File: src/rtl/tt_pkg.sv
`timescale 1ns/1ps
package tt_pkg;
  // Register index, taken from byte offset bits [3:2]
  typedef enum logic [1:0] {
    REG_CTRL   = 2'd0,
    REG_RELOAD = 2'd1,
    REG_CURR   = 2'd2,
    REG_NONE   = 2'd3
  } tt_reg_e;

  // Control/status bit positions seen by software
  localparam int unsigned BIT_RUN  = 0;
  localparam int unsigned BIT_IEN  = 1;
  localparam int unsigned BIT_SRC  = 2;
  localparam int unsigned BIT_FLAG = 16;

  typedef struct packed {
    logic src;  // 1: step every clock, 0: step on ref_tick
    logic ien;  // interrupt enable
    logic run;  // counter enable
  } tt_ctrl_t;
endpackage

File: src/rtl/tt_bus_regs.sv
`timescale 1ns/1ps
module tt_bus_regs
  import tt_pkg::*;
#(
  parameter int unsigned DATA_W = 32,
  parameter int unsigned CNT_W  = 24,
  parameter int unsigned ADDR_W = 4
) (
  input  logic              clk,
  input  logic              rst_n,
  input  logic              bus_req,
  input  logic              bus_we,
  input  logic [ADDR_W-1:0] bus_addr,
  input  logic [DATA_W-1:0] bus_wdata,
  output logic [DATA_W-1:0] bus_rdata,
  input  logic [CNT_W-1:0]  cur_val,
  input  logic              flag,
  output tt_ctrl_t          ctrl,
  output logic [CNT_W-1:0]  reload,
  output logic              cur_wr,
  output logic              ctrl_rd
);
  localparam int unsigned PAD_W = DATA_W - CNT_W;

  logic    in_range;
  tt_reg_e sel;
  logic    wr_ctrl, wr_reload;
  logic    wdata_unused;

  // Offsets beyond the register window decode to nothing
  generate
    if (ADDR_W > 4) begin : g_wide_addr
      assign in_range = (bus_addr[ADDR_W-1:4] == '0);
    end else begin : g_narrow_addr
      assign in_range = 1'b1;
    end
  endgenerate

  assign sel = in_range ? tt_reg_e'(bus_addr[3:2]) : REG_NONE;

  assign wr_ctrl   = bus_req &&  bus_we && (sel == REG_CTRL);
  assign wr_reload = bus_req &&  bus_we && (sel == REG_RELOAD);
  assign cur_wr    = bus_req &&  bus_we && (sel == REG_CURR);
  assign ctrl_rd   = bus_req && !bus_we && (sel == REG_CTRL);

  assign wdata_unused = ^{bus_wdata[DATA_W-1:CNT_W], bus_addr[1:0]};

  always_ff @(posedge clk or negedge rst_n) begin
    if (!rst_n) begin
      ctrl   <= '0;
      reload <= '0;
    end else begin
      if (wr_ctrl) begin
        ctrl.run <= bus_wdata[BIT_RUN];
        ctrl.ien <= bus_wdata[BIT_IEN];
        ctrl.src <= bus_wdata[BIT_SRC];
      end
      if (wr_reload) begin
        reload <= bus_wdata[CNT_W-1:0];
      end
    end
  end

  always_comb begin
    bus_rdata = '0;
    if (bus_req && !bus_we) begin
      unique case (sel)
        REG_CTRL: begin
          bus_rdata[BIT_RUN]  = ctrl.run;
          bus_rdata[BIT_IEN]  = ctrl.ien;
          bus_rdata[BIT_SRC]  = ctrl.src;
          bus_rdata[BIT_FLAG] = flag;
        end
        REG_RELOAD: bus_rdata = {{PAD_W{1'b0}}, reload};
        REG_CURR:   bus_rdata = {{PAD_W{1'b0}}, cur_val};
        default:    bus_rdata = '0;
      endcase
    end
  end

  // Control bits only move on a control write
  AST_CTRL_HELD: assert property (@(posedge clk) disable iff (!rst_n)
    !wr_ctrl |=> $stable(ctrl)) else $error("control changed without write");

  // Unmapped offset returns zero
  AST_HOLE_READS_ZERO: assert property (@(posedge clk) disable iff (!rst_n)
    (bus_req && !bus_we && sel == REG_NONE) |-> (bus_rdata == '0)) else $error("hole read nonzero");
endmodule

File: src/rtl/tt_count_core.sv
`timescale 1ns/1ps
module tt_count_core #(
  parameter int unsigned CNT_W = 24
) (
  input  logic             clk,
  input  logic             rst_n,
  input  logic             run,
  input  logic             src,
  input  logic             ref_tick,
  input  logic             cur_wr,
  input  logic [CNT_W-1:0] reload,
  output logic [CNT_W-1:0] cur_val,
  output logic             hit_zero
);
  localparam logic [CNT_W-1:0] ONE = CNT_W'(1);

  logic step;

  assign step     = run && (src || ref_tick);
  // Arrival at zero: a real step from one, not overridden by a write
  assign hit_zero = step && !cur_wr && (cur_val == ONE);

  always_ff @(posedge clk or negedge rst_n) begin
    if (!rst_n) begin
      cur_val <= '0;
    end else if (cur_wr) begin
      cur_val <= '0;
    end else if (step) begin
      if (cur_val == '0) cur_val <= reload;
      else               cur_val <= cur_val - ONE;
    end
  end

  AST_WRITE_ZEROES: assert property (@(posedge clk) disable iff (!rst_n)
    cur_wr |=> (cur_val == '0)) else $error("current write did not zero");

  AST_ZERO_RELOADS: assert property (@(posedge clk) disable iff (!rst_n)
    (step && !cur_wr && cur_val == '0) |=> (cur_val == $past(reload))) else $error("no reload at zero");

  AST_STOPPED_HOLDS: assert property (@(posedge clk) disable iff (!rst_n)
    (!run && !cur_wr) |=> $stable(cur_val)) else $error("count moved while stopped");

  AST_ZERO_RELOAD_STAYS: assert property (@(posedge clk) disable iff (!rst_n)
    (cur_val == '0 && reload == '0) |=> (cur_val == '0)) else $error("left zero with zero reload");
endmodule

File: src/rtl/tt_wrap_flag.sv
`timescale 1ns/1ps
module tt_wrap_flag (
  input  logic clk,
  input  logic rst_n,
  input  logic hit_zero,
  input  logic cur_wr,
  input  logic ctrl_rd,
  input  logic ien,
  output logic flag,
  output logic irq
);
  always_ff @(posedge clk or negedge rst_n) begin
    if (!rst_n) begin
      flag <= 1'b0;
      irq  <= 1'b0;
    end else begin
      // A fresh arrival beats any clearing access
      if (hit_zero)               flag <= 1'b1;
      else if (cur_wr || ctrl_rd) flag <= 1'b0;
      irq <= hit_zero && ien;
    end
  end

  AST_IRQ_SINGLE: assert property (@(posedge clk) disable iff (!rst_n)
    irq |=> !irq) else $error("interrupt wider than one cycle");

  AST_IRQ_HAS_FLAG: assert property (@(posedge clk) disable iff (!rst_n)
    irq |-> flag) else $error("interrupt without flag");

  AST_READ_CLEARS: assert property (@(posedge clk) disable iff (!rst_n)
    (ctrl_rd && !hit_zero) |=> !flag) else $error("flag survived read");

  AST_SET_WINS: assert property (@(posedge clk) disable iff (!rst_n)
    hit_zero |=> flag) else $error("flag missed arrival");
endmodule

File: src/rtl/downtick_timer.sv
`timescale 1ns/1ps
module downtick_timer
  import tt_pkg::*;
#(
  parameter int unsigned DATA_W = 32,
  parameter int unsigned CNT_W  = 24,
  parameter int unsigned ADDR_W = 4
) (
  input  logic              clk,
  input  logic              rst_n,
  input  logic              ref_tick,
  input  logic              bus_req,
  input  logic              bus_we,
  input  logic [ADDR_W-1:0] bus_addr,
  input  logic [DATA_W-1:0] bus_wdata,
  output logic [DATA_W-1:0] bus_rdata,
  output logic              tick_irq
);
  tt_ctrl_t         ctrl;
  logic [CNT_W-1:0] reload;
  logic [CNT_W-1:0] cur_val;
  logic             cur_wr, ctrl_rd, hit_zero, flag;

  tt_bus_regs #(.DATA_W(DATA_W), .CNT_W(CNT_W), .ADDR_W(ADDR_W)) u_regs (
    .clk       (clk),
    .rst_n     (rst_n),
    .bus_req   (bus_req),
    .bus_we    (bus_we),
    .bus_addr  (bus_addr),
    .bus_wdata (bus_wdata),
    .bus_rdata (bus_rdata),
    .cur_val   (cur_val),
    .flag      (flag),
    .ctrl      (ctrl),
    .reload    (reload),
    .cur_wr    (cur_wr),
    .ctrl_rd   (ctrl_rd)
  );

  tt_count_core #(.CNT_W(CNT_W)) u_core (
    .clk      (clk),
    .rst_n    (rst_n),
    .run      (ctrl.run),
    .src      (ctrl.src),
    .ref_tick (ref_tick),
    .cur_wr   (cur_wr),
    .reload   (reload),
    .cur_val  (cur_val),
    .hit_zero (hit_zero)
  );

  tt_wrap_flag u_flag (
    .clk      (clk),
    .rst_n    (rst_n),
    .hit_zero (hit_zero),
    .cur_wr   (cur_wr),
    .ctrl_rd  (ctrl_rd),
    .ien      (ctrl.ien),
    .flag     (flag),
    .irq      (tick_irq)
  );

  // Interrupt only after an enabled, counting cycle
  AST_IRQ_GATED: assert property (@(posedge clk) disable iff (!rst_n)
    tick_irq |-> ($past(ctrl.ien) && $past(ctrl.run))) else $error("ungated interrupt");

  AST_IRQ_AT_ZERO: assert property (@(posedge clk) disable iff (!rst_n)
    tick_irq |-> (cur_val == '0)) else $error("interrupt with nonzero count");
endmodule

File: config.mk
export PLATFORM = sky130hd
export DESIGN_NAME = downtick_timer
export DESIGN_NICKNAME = d
export VERILOG_FILES = /design/src/rtl/tt_pkg.sv /design/src/rtl/tt_bus_regs.sv /design/src/rtl/tt_count_core.sv /design/src/rtl/tt_wrap_flag.sv /design/src/rtl/downtick_timer.sv
export SDC_FILE = /design/constraint.sdc
export NUM_CORES = 1
export LEC_CHECK = 0
export BUFFER_PORTS_ARGS = -buffer_cell sky130_fd_sc_hd__buf_2
export CAP_MARGIN = 20
export CORE_UTILIZATION = 61
export CTS_BUF_LIST = sky130_fd_sc_hd__clkbuf_8
export CTS_CLUSTER_DIAMETER = 50
export CTS_CLUSTER_SIZE = 14
export DETAILED_ROUTE_END_ITERATION = 16
export PLACE_DENSITY_LB_ADDON = 0.1
export SLEW_MARGIN = 25
export SYNTH_ARGS = -nofsm -noshare
export SYNTH_HDL_FRONTEND = slang
export SYNTH_SLANG_ARGS = --single-unit
File: constraint.sdc
create_clock -name clk -period 4.96 [get_ports clk]
set_input_delay 0.992 -clock clk [delete_from_list [all_inputs] [get_ports clk]]
set_output_delay 0.992 -clock clk [all_outputs]
set_load 0.03 [all_outputs]
Word-level counts from Yosys, hierarchy flattened
Cells that the tools add are included.
{ "word_totals": {"ff_bits": 53, "wordCells": 39} }
{ "op_classes": {"addsub": 1, "n_eq_ne": 3, "muxes": 10, "reduce_logical": 18} }
{ "ops": {"columns": ["operator", "count"], "rows": [
  ["24-bit two-way mux", 3],
  ["32-bit two-way mux", 1],
  ["13-bit one-hot mux with 2 select lines", 1],
  ["24-bit by 1-bit equality test with 1-bit output, second input constant", 1],
  ["24-bit logical NOT", 1],
  ["24-bit by 1-bit subtractor with 24-bit output, second input constant", 1],
  ["7-bit one-hot mux with 2 select lines", 1],
  ["1-bit logical AND", 10],
  ["3-bit one-hot mux with 3 select lines", 1],
  ["2-bit nonzero test", 2],
  ["1-bit one-hot mux with 3 select lines", 1],
  ["2-bit by 1-bit equality test with 1-bit output, second input constant", 1],
  ["2-bit equality test, second input constant", 1],
  ["1-bit logical NOT", 2],
  ["2-bit logical NOT", 1],
  ["1-bit logical OR", 2],
  ["1-bit two-way mux", 2]
]} }

Depth between registers and ports, before layout
{ "depth": {"depth_word": 6, "depth_mapped": 8, "mapped_depth_nobuf": 7} }

Modules after synthesis
Synthesis repeated with hierarchy kept, for this count alone.
{ "unflattened": {"hier_cells": 344, "area_unflattened_um2": 3443.3} }
{ "modules_own_cells": {"columns": ["module", "n_inst", "cells_each", "area_each_um2", "seq_area_each_um2"], "rows": [
  ["tt_count_core", 1, 206, 1799.2, 600.6],
  ["tt_bus_regs", 1, 133, 1576.5, 675.6],
  ["tt_wrap_flag", 1, 5, 67.6, 50.0]
]} }

Least setup slack after synthesis
OpenSTA, ideal clock, no wires.
{ "synth_path": {"kind": "input-to-output", "start": "input bus_addr[2]", "end": "output bus_rdata[23]", "arrival_time_ps": 2242, "path_slack_ps": 1726, "cell_stages": 6, "n_path_buf": 2, "path_cell_list": "inv_1 > ha_1 > clkbuf_1 > clkbuf_1 > a22oi_1 > nor2_1"} }
{ "synth_via": {"elab_chain_cells": 3, "elab_cells_between_ends": 4, "classes_between": "eq/ne: 2; mux: 2"} }
{ "synth_lines": {"columns": ["item", "line_no", "rtl"], "rows": [
  ["from (decl)", "downtick_timer.sv:14", "input logic [ADDR_W-1:0] bus_addr,"],
  ["2-bit equality test or 2-bit by 1-bit equality test with 1-bit output (tied branches)", "tt_bus_regs.sv:67", "unique case (sel)"],
  ["7-bit one-hot mux with 2 select lines (*)", "tt_bus_regs.sv:67", null],
  ["32-bit two-way mux (*)", "tt_bus_regs.sv:66", "if (bus_req && !bus_we) begin"],
  ["to (decl)", "downtick_timer.sv:16", "output logic [DATA_W-1:0] bus_rdata,"]
]} }
Mark *: on every way between the ends. The rest lies on a longest branch, timed or not.

Worst setup path after layout
Same ends and word-level chain as after synthesis.

==> results by group <==
Cells and area
  • Layout cell share with drive strength beyond 1: 0.274
  • Nets: 430
  • Synth-to-Final Area Change: 10.0%
  • Reg area: 1330 um2
  • Antenna Cells: 0
  • Area of the multi-input gates: 1790 um2
  • Fillers: 406

Global routing
  • Largest net degree at the start of global routing: 54
  • Via count of the first global-routing pass: 2,528
  • Grt ovf: 0
  • First-pass GRT wire length: 12,800 um
  • Initial antenna violation count: 0
  • Gr usage total: 0.304

Place
  • Final HPWL DP: 5620 um
  • Port Buffers: 55
  • Gpl congestion: 0.900
  • Pre-CTS setup slack: 1330 ps

Floorplanning
  • Width of the chip: 75.5 um
  • Die ar.: 5710 um2
  • IO Count: 74
  • Die H: 75.5 um
  • Core area: 5170 um2
  • Starting Density: 0.638
  • Row cnt: 26

Logic synthesis
  • Synth area leaders: dfrtp_1 40%, mux2_2 9.6%, nor2_1 4.9%
  • Mapped Cells: 339
  • Number of distinct library cells after synthesis: 56
  • #FFs+latches synth: 53
  • Cell taking the most area after synthesis: dfrtp_1
  • Top-count cell post-synth: dfrtp_1
  • Compound-gate portion of the synthesized area: 0.194
  • Top-area cell type share of the netlist area: 0.402
  • Proportion of synthesized area in mux cells: 0.129
  • Post-synthesis simple-gate area fraction: 0.180
  • Post-Synth XOR/XNOR Area: 0.00265
  • Mapped cell area: 3300 um2
  • Synth Warn #: 0
  • Sequential share of the synthesized area: 0.402
  • Synth Area per Inst: 9.73 um2
  • Synth cell count leaders: 53 x dfrtp_1, 43 x nor2_1, 28 x mux2_2
  • Ys flop type: dfrtp_1
  • Post-synth ARST share: 1.00
  • Main combinational cell family by area after synthesis: compound AO/OA/AOI/OAI gates
  • Fraction of the mapped netlist area in adder cells: 0.0265
  • Number of synthesized flops with an enable pin: 0

STA
  • Worst-Margin Slew: 1090 ps
  • Hold Vio Cnt, Final: 0
  • Minimum clock period: 3650 ps
  • Relative slew margins: 0.273
  • Layout Skew: 9.45 ps
  • Crit share post-route: 0.735
  • Final setup viols: 0
  • Setup TNS: 0 ps
  • FMAX: 274 MHz
  • Max Slew Vio Count: 0
  • Final worst setup slack: 1310 ps
  • RSZ-0062 raised after global routing: no

Clock tree
  • Clk Latency, worst-skew pair: 310 ps
  • Clock root cell: clkbuf_8
  • # clock sinks: 53
  • Clock Path Buffers: 2
  • CTS clk-pin slew, worst paths: 90 ps
  • Post CTS Setup Buffer Count: 0
  • Post-cts sizing count: 0
  • Total CTS buffers: 5
  • H-tree Lvls: 2
  • TritonCTS clock tree: yes
  • Post-CTS Hold Buffers: 0

Drt
  • DR DRC count: 0
  • Vias/cell: 6.47
  • Initial drt markers: 233
  • Wire per inst: 18.6 um
  • TritonRoute pass-1 iters: 5
  • Drt total wl: 8440 um
  • DR vias: 2,932
  • Post-route ant nets: 0

Critical path
  • CP arrival: 2660 ps
  • Worst setup SP type: primary input
  • Worst Path Required: 3970 ps
  • CP peak stage delay: 850 ps
  • Crit end category: primary output
  • CP max FO: 27
  • Slowest stage cell, crit path: ha_1
  • Crit-path cells: buf_2 > inv_1 > ha_1 > a22oi_1 > nor2_1 > buf_2
  • CP delay by family, top: adder cells
  • CP most frequent cell: buf_2
  • Worst path bufs/invs: 3
  • CP Class: in2out

Pwr
  • Leak: 1.67 nW
  • VDD IR max: 0.000297 V
  • PwrDens: 478 nW/um2

Job
  • Max-cap violations: 0

Min path
  • HP Class: reg2reg

Outcome
  • Status: finished clean
## logic make-up (layout without fill, tap and decap cells)
family	after synthesis	count (layout)
AO/OA/AOI/OAI	86	86
flip-flops	53	53
AND/OR/NAND/NOR	118	118
XOR/XNOR	1	1
adder cells (fa/ha/maj)	7	7
buffers and inverters	34	71
other	1	8
multiplexers	39	39
## state kept, by name, indices dropped and copies added (netlist names)
| name | count |
|---|---|
| u_core.cur_val | 24 |
| u_regs.reload | 24 |
| u_regs.ctrl | 3 |
| u_flag.flag | 1 |
| u_flag.irq | 1 |
## cell usage in the layout, fill, tap and decap left out, types with 3 or more instances in the layout
cell and instances:
buf_2 55, dfrtp_1 53, nor2_1 42, mux2_2 28
nand2_1 23, a22oi_1 21, nor3_1 12, o21ai_0 12
mux2i_1 11, nand3_1 8, o22ai_1 8, conb_1 8
inv_1 7, ha_1 7, nor4_1 6, nand4_1 6
o31ai_1 6, a32oi_1 6, o221ai_1 6, clkbuf_8 6
a222oi_1 4, o2bb2ai_1 4, a21oi_1 4, o41ai_1 3
## worst reg2reg max path, delay by kind of cell, from the launching register on
family,cells,cell delay (ps)
flip-flops,1,450
AO/OA/AOI/OAI,1,180
AND/OR/NAND/NOR,4,2160
## per-layer routing
layer | vias up | share of wire | GRT usage | wire length (um)
li1 | 1350 | - | - | -
met5 | - | 0 | 0 | 0
met3 | 7 | 0.061 | 0.0542 | 516
met1 | 1443 | 0.45 | 0.436 | 3770
met2 | 132 | 0.48 | 0.481 | 4090
met4 | 0 | 0.0075 | 0.0741 | 63
## worst paths after layout
kind                                          from                  to  slack (ps)  cells past startpoint
worst max-delay path                   bus_addr[2]       bus_rdata[23]        1310                      6
worst min-delay path                   u_flag.flag         u_flag.flag         520                      1
worst max register to register  u_core.cur_val[19]   u_core.cur_val[3]        2040                      5
worst min register to register         u_flag.flag         u_flag.flag         520                      1
max in group asynchronous                    rst_n  u_core.cur_val[19]        3710                      2
min in group asynchronous                    rst_n   u_regs.reload[17]         800                      2
## report_power, final
part           internal, W  switching, W  leakage [nW]
clock             0.000163      0.000142        0.0626
combinational     0.000277      0.000442         0.936
sequential        0.000549      0.000162         0.672
total             0.000989      0.000746          1.67
## metrics by stage
step / hold slack, ps / total power [W] / instances / util / area, um2
5_1_grt: 537 / 0.00184 / 453 / 0.702 / 3630
2_1_floorplan: 465 / 0.00125 / 346 / - / 3330
4_1_cts: 519 / 0.00172 / 453 / 0.702 / 3630
3_5_place_dp: 497 / 0.00141 / 445 / 0.679 / 3510
6_report: 516 / 0.00174 / 453 / 0.702 / 3630
3_3_place_gp: 491 / 0.00140 / 445 / 0.679 / 3510
## cell type report
| cell class | count | share of cell area |
|---|---|---|
| Clock buffer | 6 | 0.0227 |
| Clock inverter | 2 | 0.00930 |
| Inverter | 6 | 0.00620 |
| Multi-Input combinational cell | 259 | 0.492 |
| Sequential cell | 53 | 0.365 |
| Tap cell | 70 | 0.0241 |
| Timing Repair Buffer | 57 | 0.0799 |
No activity file was read; power rests on OpenSTA's default activity.
